<file path="config.mk">
export PLATFORM = sky130hd
export DESIGN_NAME = ptp_tod_counter
export DESIGN_NICKNAME = d
export VERILOG_FILES = /design/src/rtl/ptp_tod_pkg.sv /design/src/rtl/ptp_tod_step.sv /design/src/rtl/ptp_tod_wstage.sv /design/src/rtl/ptp_tod_snap.sv /design/src/rtl/ptp_tod_counter.sv
export SDC_FILE = /design/constraint.sdc
export NUM_CORES = 1
export LEC_CHECK = 0
export ABC_AREA = 1
export BUFFER_PORTS_ARGS = -buffer_cell sky130_fd_sc_hd__buf_2
export CORE_MARGIN = 8
export CORE_UTILIZATION = 50
export CTS_BUF_LIST = sky130_fd_sc_hd__clkbuf_2 sky130_fd_sc_hd__clkbuf_4 sky130_fd_sc_hd__clkbuf_8
export DETAILED_ROUTE_END_ITERATION = 10
export GPL_TIMING_DRIVEN = 0
export PLACE_DENSITY = 0.71
export SLEW_MARGIN = 10
export SYNTH_ARGS = -nofsm -noshare
export SYNTH_HDL_FRONTEND = slang
export SYNTH_SLANG_ARGS = --single-unit
</file>
<file path="constraint.sdc">
create_clock -name clk -period 4.5 [get_ports clk]
set_input_delay 0.45 -clock clk [delete_from_list [all_inputs] [get_ports clk]]
set_output_delay 0.45 -clock clk [all_outputs]
set_load 0.02 [all_outputs]
</file>
<file path="src/rtl/ptp_tod_pkg.sv">
package ptp_tod_pkg;
    parameter int NS_W    = 40;
    parameter int FRAC_W  = 32;
    parameter int WORD_W  = 32;
    parameter int ADDR_W  = 3;
    parameter int STEP_NS = 8;
    localparam int HI_W   = NS_W - WORD_W;
    localparam int MAG_W  = WORD_W - 1;

    typedef enum logic [ADDR_W-1:0] {
        A_SUBNS = 3'd0,
        A_NSLO  = 3'd1,
        A_NSHI  = 3'd2,
        A_ADJ   = 3'd3,
        A_CTRL  = 3'd4
    } reg_addr_e;

    typedef struct packed {
        logic [NS_W-1:0]   ns;
        logic [FRAC_W-1:0] frac;
    } tod_t;

    typedef struct packed {
        logic             neg;
        logic [MAG_W-1:0] mag;
    } adj_t;
endpackage

</file>
<file path="src/rtl/ptp_tod_step.sv">
module ptp_tod_step
    import ptp_tod_pkg::*;
(
    input  tod_t cur,
    input  adj_t adj,
    output tod_t nxt
);
    logic [FRAC_W:0] fsum;
    logic            carry;
    logic            borrow;

    always_comb begin
        if (adj.neg) begin
            fsum = {1'b0, cur.frac} - {1'b0, 1'b0, adj.mag};
        end else begin
            fsum = {1'b0, cur.frac} + {1'b0, 1'b0, adj.mag};
        end
        carry    = fsum[FRAC_W] & ~adj.neg;
        borrow   = fsum[FRAC_W] &  adj.neg;
        nxt.frac = fsum[FRAC_W-1:0];
        nxt.ns   = cur.ns + NS_W'(STEP_NS) + NS_W'(carry) - NS_W'(borrow);
    end
endmodule

</file>
<file path="src/rtl/ptp_tod_wstage.sv">
module ptp_tod_wstage
    import ptp_tod_pkg::*;
(
    input  logic              clk,
    input  logic              rst,
    input  logic              wr,
    input  logic [ADDR_W-1:0] addr,
    input  logic [WORD_W-1:0] wdata,
    output logic              load,
    output tod_t              load_val
);
    logic [WORD_W-1:0] stage_lo;
    logic [FRAC_W-1:0] stage_frac;

    assign load          = wr && (addr == A_NSHI);
    assign load_val.ns   = {wdata[HI_W-1:0], stage_lo};
    assign load_val.frac = stage_frac;

    always_ff @(posedge clk) begin
        if (rst || load) begin
            stage_lo   <= '0;
            stage_frac <= '0;
        end else if (wr) begin
            if (addr == A_NSLO)  stage_lo   <= wdata;
            if (addr == A_SUBNS) stage_frac <= wdata;
        end
    end
endmodule

</file>
<file path="src/rtl/ptp_tod_snap.sv">
module ptp_tod_snap
    import ptp_tod_pkg::*;
(
    input  logic              clk,
    input  logic              rst,
    input  logic              rd,
    input  logic [ADDR_W-1:0] addr,
    input  tod_t              live,
    input  logic [WORD_W-1:0] adj_word,
    input  logic [WORD_W-1:0] ctrl_word,
    output logic [WORD_W-1:0] rdata
);
    tod_t snap;
    logic held;
    tod_t view;

    assign view = held ? snap : live;

    always_ff @(posedge clk) begin
        if (rst) begin
            snap  <= '0;
            held  <= 1'b0;
            rdata <= '0;
        end else if (rd) begin
            case (addr)
                A_SUBNS: begin
                    snap  <= live;
                    held  <= 1'b1;
                    rdata <= live.frac;
                end
                A_NSLO:  rdata <= view.ns[WORD_W-1:0];
                A_NSHI: begin
                    rdata <= {{(WORD_W-HI_W){1'b0}}, view.ns[NS_W-1:WORD_W]};
                    held  <= 1'b0;
                end
                A_ADJ:   rdata <= adj_word;
                A_CTRL:  rdata <= ctrl_word;
                default: rdata <= '0;
            endcase
        end
    end

    assert_hi_pad_R6: assert property (@(posedge clk) disable iff (rst)
        (rd && addr == A_NSHI) |=> rdata[WORD_W-1:HI_W] == '0);

    assert_snap_hold_R7: assert property (@(posedge clk) disable iff (rst)
        (held && !(rd && addr == A_SUBNS)) |=> snap == $past(snap));
endmodule

</file>
<file path="src/rtl/ptp_tod_counter.sv">
module ptp_tod_counter
    import ptp_tod_pkg::*;
(
    input  logic              clk,
    input  logic              rst,
    input  logic              reg_wr,
    input  logic              reg_rd,
    input  logic [ADDR_W-1:0] reg_addr,
    input  logic [WORD_W-1:0] reg_wdata,
    output logic [WORD_W-1:0] reg_rdata,
    output logic [NS_W-1:0]   time_ns,
    output logic [FRAC_W-1:0] time_frac
);
    tod_t tod;
    tod_t tod_nxt;
    tod_t load_val;
    adj_t adj;
    logic off;
    logic load;

    ptp_tod_step u_step (
        .cur (tod),
        .adj (adj),
        .nxt (tod_nxt)
    );

    ptp_tod_wstage u_wstage (
        .clk      (clk),
        .rst      (rst),
        .wr       (reg_wr),
        .addr     (reg_addr),
        .wdata    (reg_wdata),
        .load     (load),
        .load_val (load_val)
    );

    ptp_tod_snap u_snap (
        .clk       (clk),
        .rst       (rst),
        .rd        (reg_rd),
        .addr      (reg_addr),
        .live      (tod),
        .adj_word  (adj),
        .ctrl_word ({off, {(WORD_W-1){1'b0}}}),
        .rdata     (reg_rdata)
    );

    always_ff @(posedge clk) begin
        if (rst) begin
            tod <= '0;
            adj <= '0;
            off <= 1'b1;
        end else begin
            if (load)      tod <= load_val;
            else if (!off) tod <= tod_nxt;
            if (reg_wr && reg_addr == A_ADJ)  adj <= reg_wdata;
            if (reg_wr && reg_addr == A_CTRL) off <= reg_wdata[WORD_W-1];
        end
    end

    assign time_ns   = tod.ns;
    assign time_frac = tod.frac;

    assert_reset_clear_R1: assert property (@(posedge clk)
        rst |=> (tod == '0 && adj == '0 && off));

    assert_frozen_R2: assert property (@(posedge clk) disable iff (rst)
        (off && !load) |=> tod == $past(tod));

    assert_plain_step_R3: assert property (@(posedge clk) disable iff (rst)
        (!off && !load && adj.mag == '0) |=>
        (tod.ns - $past(tod.ns) == NS_W'(STEP_NS) && tod.frac == $past(tod.frac)));

    assert_pos_trim_R4: assert property (@(posedge clk) disable iff (rst)
        (!off && !load && !adj.neg) |=>
        (tod.ns - $past(tod.ns) == NS_W'(STEP_NS) ||
         tod.ns - $past(tod.ns) == NS_W'(STEP_NS + 1)));

    assert_neg_trim_R4: assert property (@(posedge clk) disable iff (rst)
        (!off && !load && adj.neg) |=>
        (tod.ns - $past(tod.ns) == NS_W'(STEP_NS) ||
         tod.ns - $past(tod.ns) == NS_W'(STEP_NS - 1)));

    assert_load_R9: assert property (@(posedge clk) disable iff (rst)
        load |=> tod == $past(load_val));
endmodule

</file>
==> results.json <==
{
  "skew_ns": 0.02123,
  "drv_slew": 0,
  "intPower_w": 0.004237,
  "synthArstFlopShare_pct": 0,
  "synthMuxAreaShare_pct": 0,
  "rows": 65,
  "p_clk_share_pct": 33.8,
  "vdd.ir_drop.worst_v": 0.0002416,
  "cp-start-kind": "register",
  "switching_share_pct": 36.62,
  "hold_path_class": "in -> reg",
  "fp.dieH_um": 194.1,
  "syn_area_per_cell_um2": 6.298,
  "crit_path_top_delay_cell": "fa_2",
  "arrival_ns": 5.38,
  "ys.warnings.count": 0,
  "nets": 2893,
  "syn_nets": 2633,
  "fin_crit_ns": 4.906,
  "max_cap_violations": 0,
  "layout_common_cells": "nand2_1, inv_1, dfxtp_1, a21oi_1, nor2_1",
  "fmax_ghz": 0.2038,
  "core_region_area_um2": 31390,
  "route.met3.wl_um": 5294,
  "grtUsageTotal_pct": 33.51,
  "cts-root-buf": "clkbuf_8",
  "grt_first_pass_wirelength_um": 99510,
  "synthSimpleGateAreaFrac_pct": 27.09,
  "combinationalPowerShare_pct": 32.3,
  "port_buffers": 141,
  "vias_per_cell": 5.611,
  "syn_area_um2": 15870,
  "synthAdderAreaFrac_pct": 6.009,
  "clk_latency_ns": 0.57,
  "synth_cells": 2519,
  "drive_gt1_share_pct": 19.21,
  "postRouteAntennaNets": 0,
  "drt_wl_total_um": 66970,
  "placement.cell_area_um2": 17070,
  "final_common_cell": "nand2_1",
  "ys_dominant_reg_cell": "dfxtp_1",
  "area_growth_pct": 24.03,
  "critPathKind": "reg -> reg",
  "antenna_cells": 0,
  "worstMarginPinSlew_ns": 1.222,
  "overflow": 0,
  "cts_tree": "built",
  "hold_viol_final": 0,
  "tns_ns": -8.457,
  "p_sw_w": 0.002448,
  "ys_seq_elements": 242,
  "cpMostUsedCell": "nand2_4",
  "via_count": 18030,
  "synth_edf_count": 0,
  "violations": "setup timing",
  "synth_xor_area_share_pct": 3.257,
  "p_leak_nw": 8.920,
  "grt_pass1_vias": 17360,
  "finalInstanceArea_um2": 19680,
  "synth-seq-area-share_pct": 30.54,
  "synth_top_family_by_area": "simple AND/OR/NAND/NOR gates",
  "htree_levels": 2,
  "power.total_w": 0.006684,
  "critPathCaptureType": "register",
  "synth_compound_area_share_pct": 20.06,
  "die_w_um": 194.1,
  "top_layer": "met4",
  "dr_wl_met2_um": 31370,
  "place.gp.congestion": 1.033,
  "power_frac_seq_pct": 34.0,
  "antenna_found_initial": 0,
  "drc": 0,
  "cts_max_path_buffers": 3,
  "clock_sinks": 242,
  "timing.final.crit_share_pct": 109.0,
  "worst-path-max-fanout": 5,
  "initial_utilization_pct": 50.54,
  "slowest_delay_ns": 0.41,
  "status": "finished, violations left",
  "cts_inserted_buffers": 43,
  "rsz0062_at_grt": "true",
  "timing.final.ws_setup_ns": -0.4062,
  "dr.pass1.iters": 6,
  "ios": 143,
  "power.density_nw_per_um2": 339.7,
  "dp_hpwl_um": 52590,
  "wire_per_inst_um": 20.84,
  "drt_iter0_markers": 1554,
  "wl_met1_um": 26640,
  "setup_viol": 36,
  "crit_required_ns": 4.98,
  "max_slew_margin_pct": 18.51,
  "grt_max_degree": 11,
  "ys_types": 42,
  "die_area_um2": 37690,
  "clk_pin_slew_ns": 0.07
}
layout make-up:
type / count / area, µm²
Timing Repair Buffer: 215 / 1340
Clock inverter: 2 / 10.01
Buffer: 106 / 459.2
Sequential cell: 242 / 4847
Tap cell: 402 / 503.0
Fill cell: 2980 / 11720
Inverter: 430 / 1619
Clock buffer: 75 / 944.7
Multi-Input combinational cell: 1741 / 9955
through the flow:
step	worst slack, ns	std cells	util, %	hold slack, ns
after global routing	-0.5920	3213	62.68	0.2355
after CTS	-0.2995	3197	60.30	0.2125
after detailed placement	-1.808	3062	54.39	0.4418
after floorplan	0.1661	2519	-	0.4247
after global placement	-1.761	3062	54.39	0.4372
final	-0.4062	3213	62.68	0.2311
path summary, 6_finish.rpt:
kind                                     start                                  to  cells past startpoint  slack (ns)
setup / recovery           adj[0]$_SDFFE_PP0P_            time_ns[38]$_SDFFE_PP0P_                     33       -0.41
hold / removal                   reg_wdata[25]  u_wstage.stage_lo[25]$_SDFFE_PP0P_                      3        0.23
setup reg to reg           adj[0]$_SDFFE_PP0P_            time_ns[38]$_SDFFE_PP0P_                     33       -0.41
hold reg to reg   u_snap.snap[49]$_SDFFE_PP0P_        u_snap.snap[49]$_SDFFE_PP0P_                      2        0.45
sequential cells by signal (all words and copies together) (netlist names):
register and cells:
adj 32, off 1, time_frac 32, time_ns 40
u_snap.held 1, u_snap.rdata 32, u_snap.snap 40, u_wstage.stage_frac 32
u_wstage.stage_lo 32
timing repair:
item / CTS / global route
hold buffers: 0 / 0
setup endpoints to repair: 40 / 39
setup buffers: 58 / 20
gates resized for setup: 120 / 139
pin swaps: 43 / 75
logic make-up (layout without fill, tap and decap cells):
logic type | Yosys count | after routing
buffers and inverters | 536 | 828
AND/OR/NAND/NOR | 1054 | 1054
adder cells (fa/ha/maj) | 75 | 75
XOR/XNOR | 59 | 59
AO/OA/AOI/OAI | 553 | 553
flip-flops | 242 | 242
power groups by stage:
stage	Combinational, W	Clock (W)	Sequential (W)
2_1_floorplan	0.00119	0	0.00232
3_3_place_gp	0.00169	0	0.00231
3_5_place_dp	0.00170	0	0.00231
4_1_cts	0.00191	0.00224	0.00226
5_1_grt	0.00235	0.00234	0.00227
6_report	0.00216	0.00226	0.00227
cell usage after synthesis, types with 9 or more instances:
cell type	instances	area (µm²)
xor2_1	57	499.2
nor3_1	15	75.07
ha_1	73	913.4
nand3_1	141	705.7
o221ai_1	22	192.7
clkbuf_1	59	221.5
o21ai_0	126	630.6
buf_2	35	175.2
a211oi_1	40	300.3
a31oi_1	20	125.1
o22ai_1	39	244.0
a21oi_1	249	1246
nand2_1	669	2511
dfxtp_1	242	4845
o211ai_1	29	217.7
nand2_2	9	56.30
nor2_1	186	698.2
inv_1	424	1592
layer usage:
metal / vias to the layer above / track usage [%]
met3: 204 / 5.935
met2: 823 / 57.43
met4: 0 / 16.80
li1: 8648 / -
met1: 8353 / 39.88
met5: - / 0
worst max-delay path, delay by kind of cell (launching register included):
kind / cells / cell delay [ns]
adder cells (fa/ha/maj): 3 / 0.93
AO/OA/AOI/OAI: 2 / 0.39
XOR/XNOR: 2 / 0.26
AND/OR/NAND/NOR: 23 / 2.61
flip-flops: 1 / 0.34
buffers and inverters: 3 / 0.28
No activity file was read; power rests on OpenSTA's default activity.
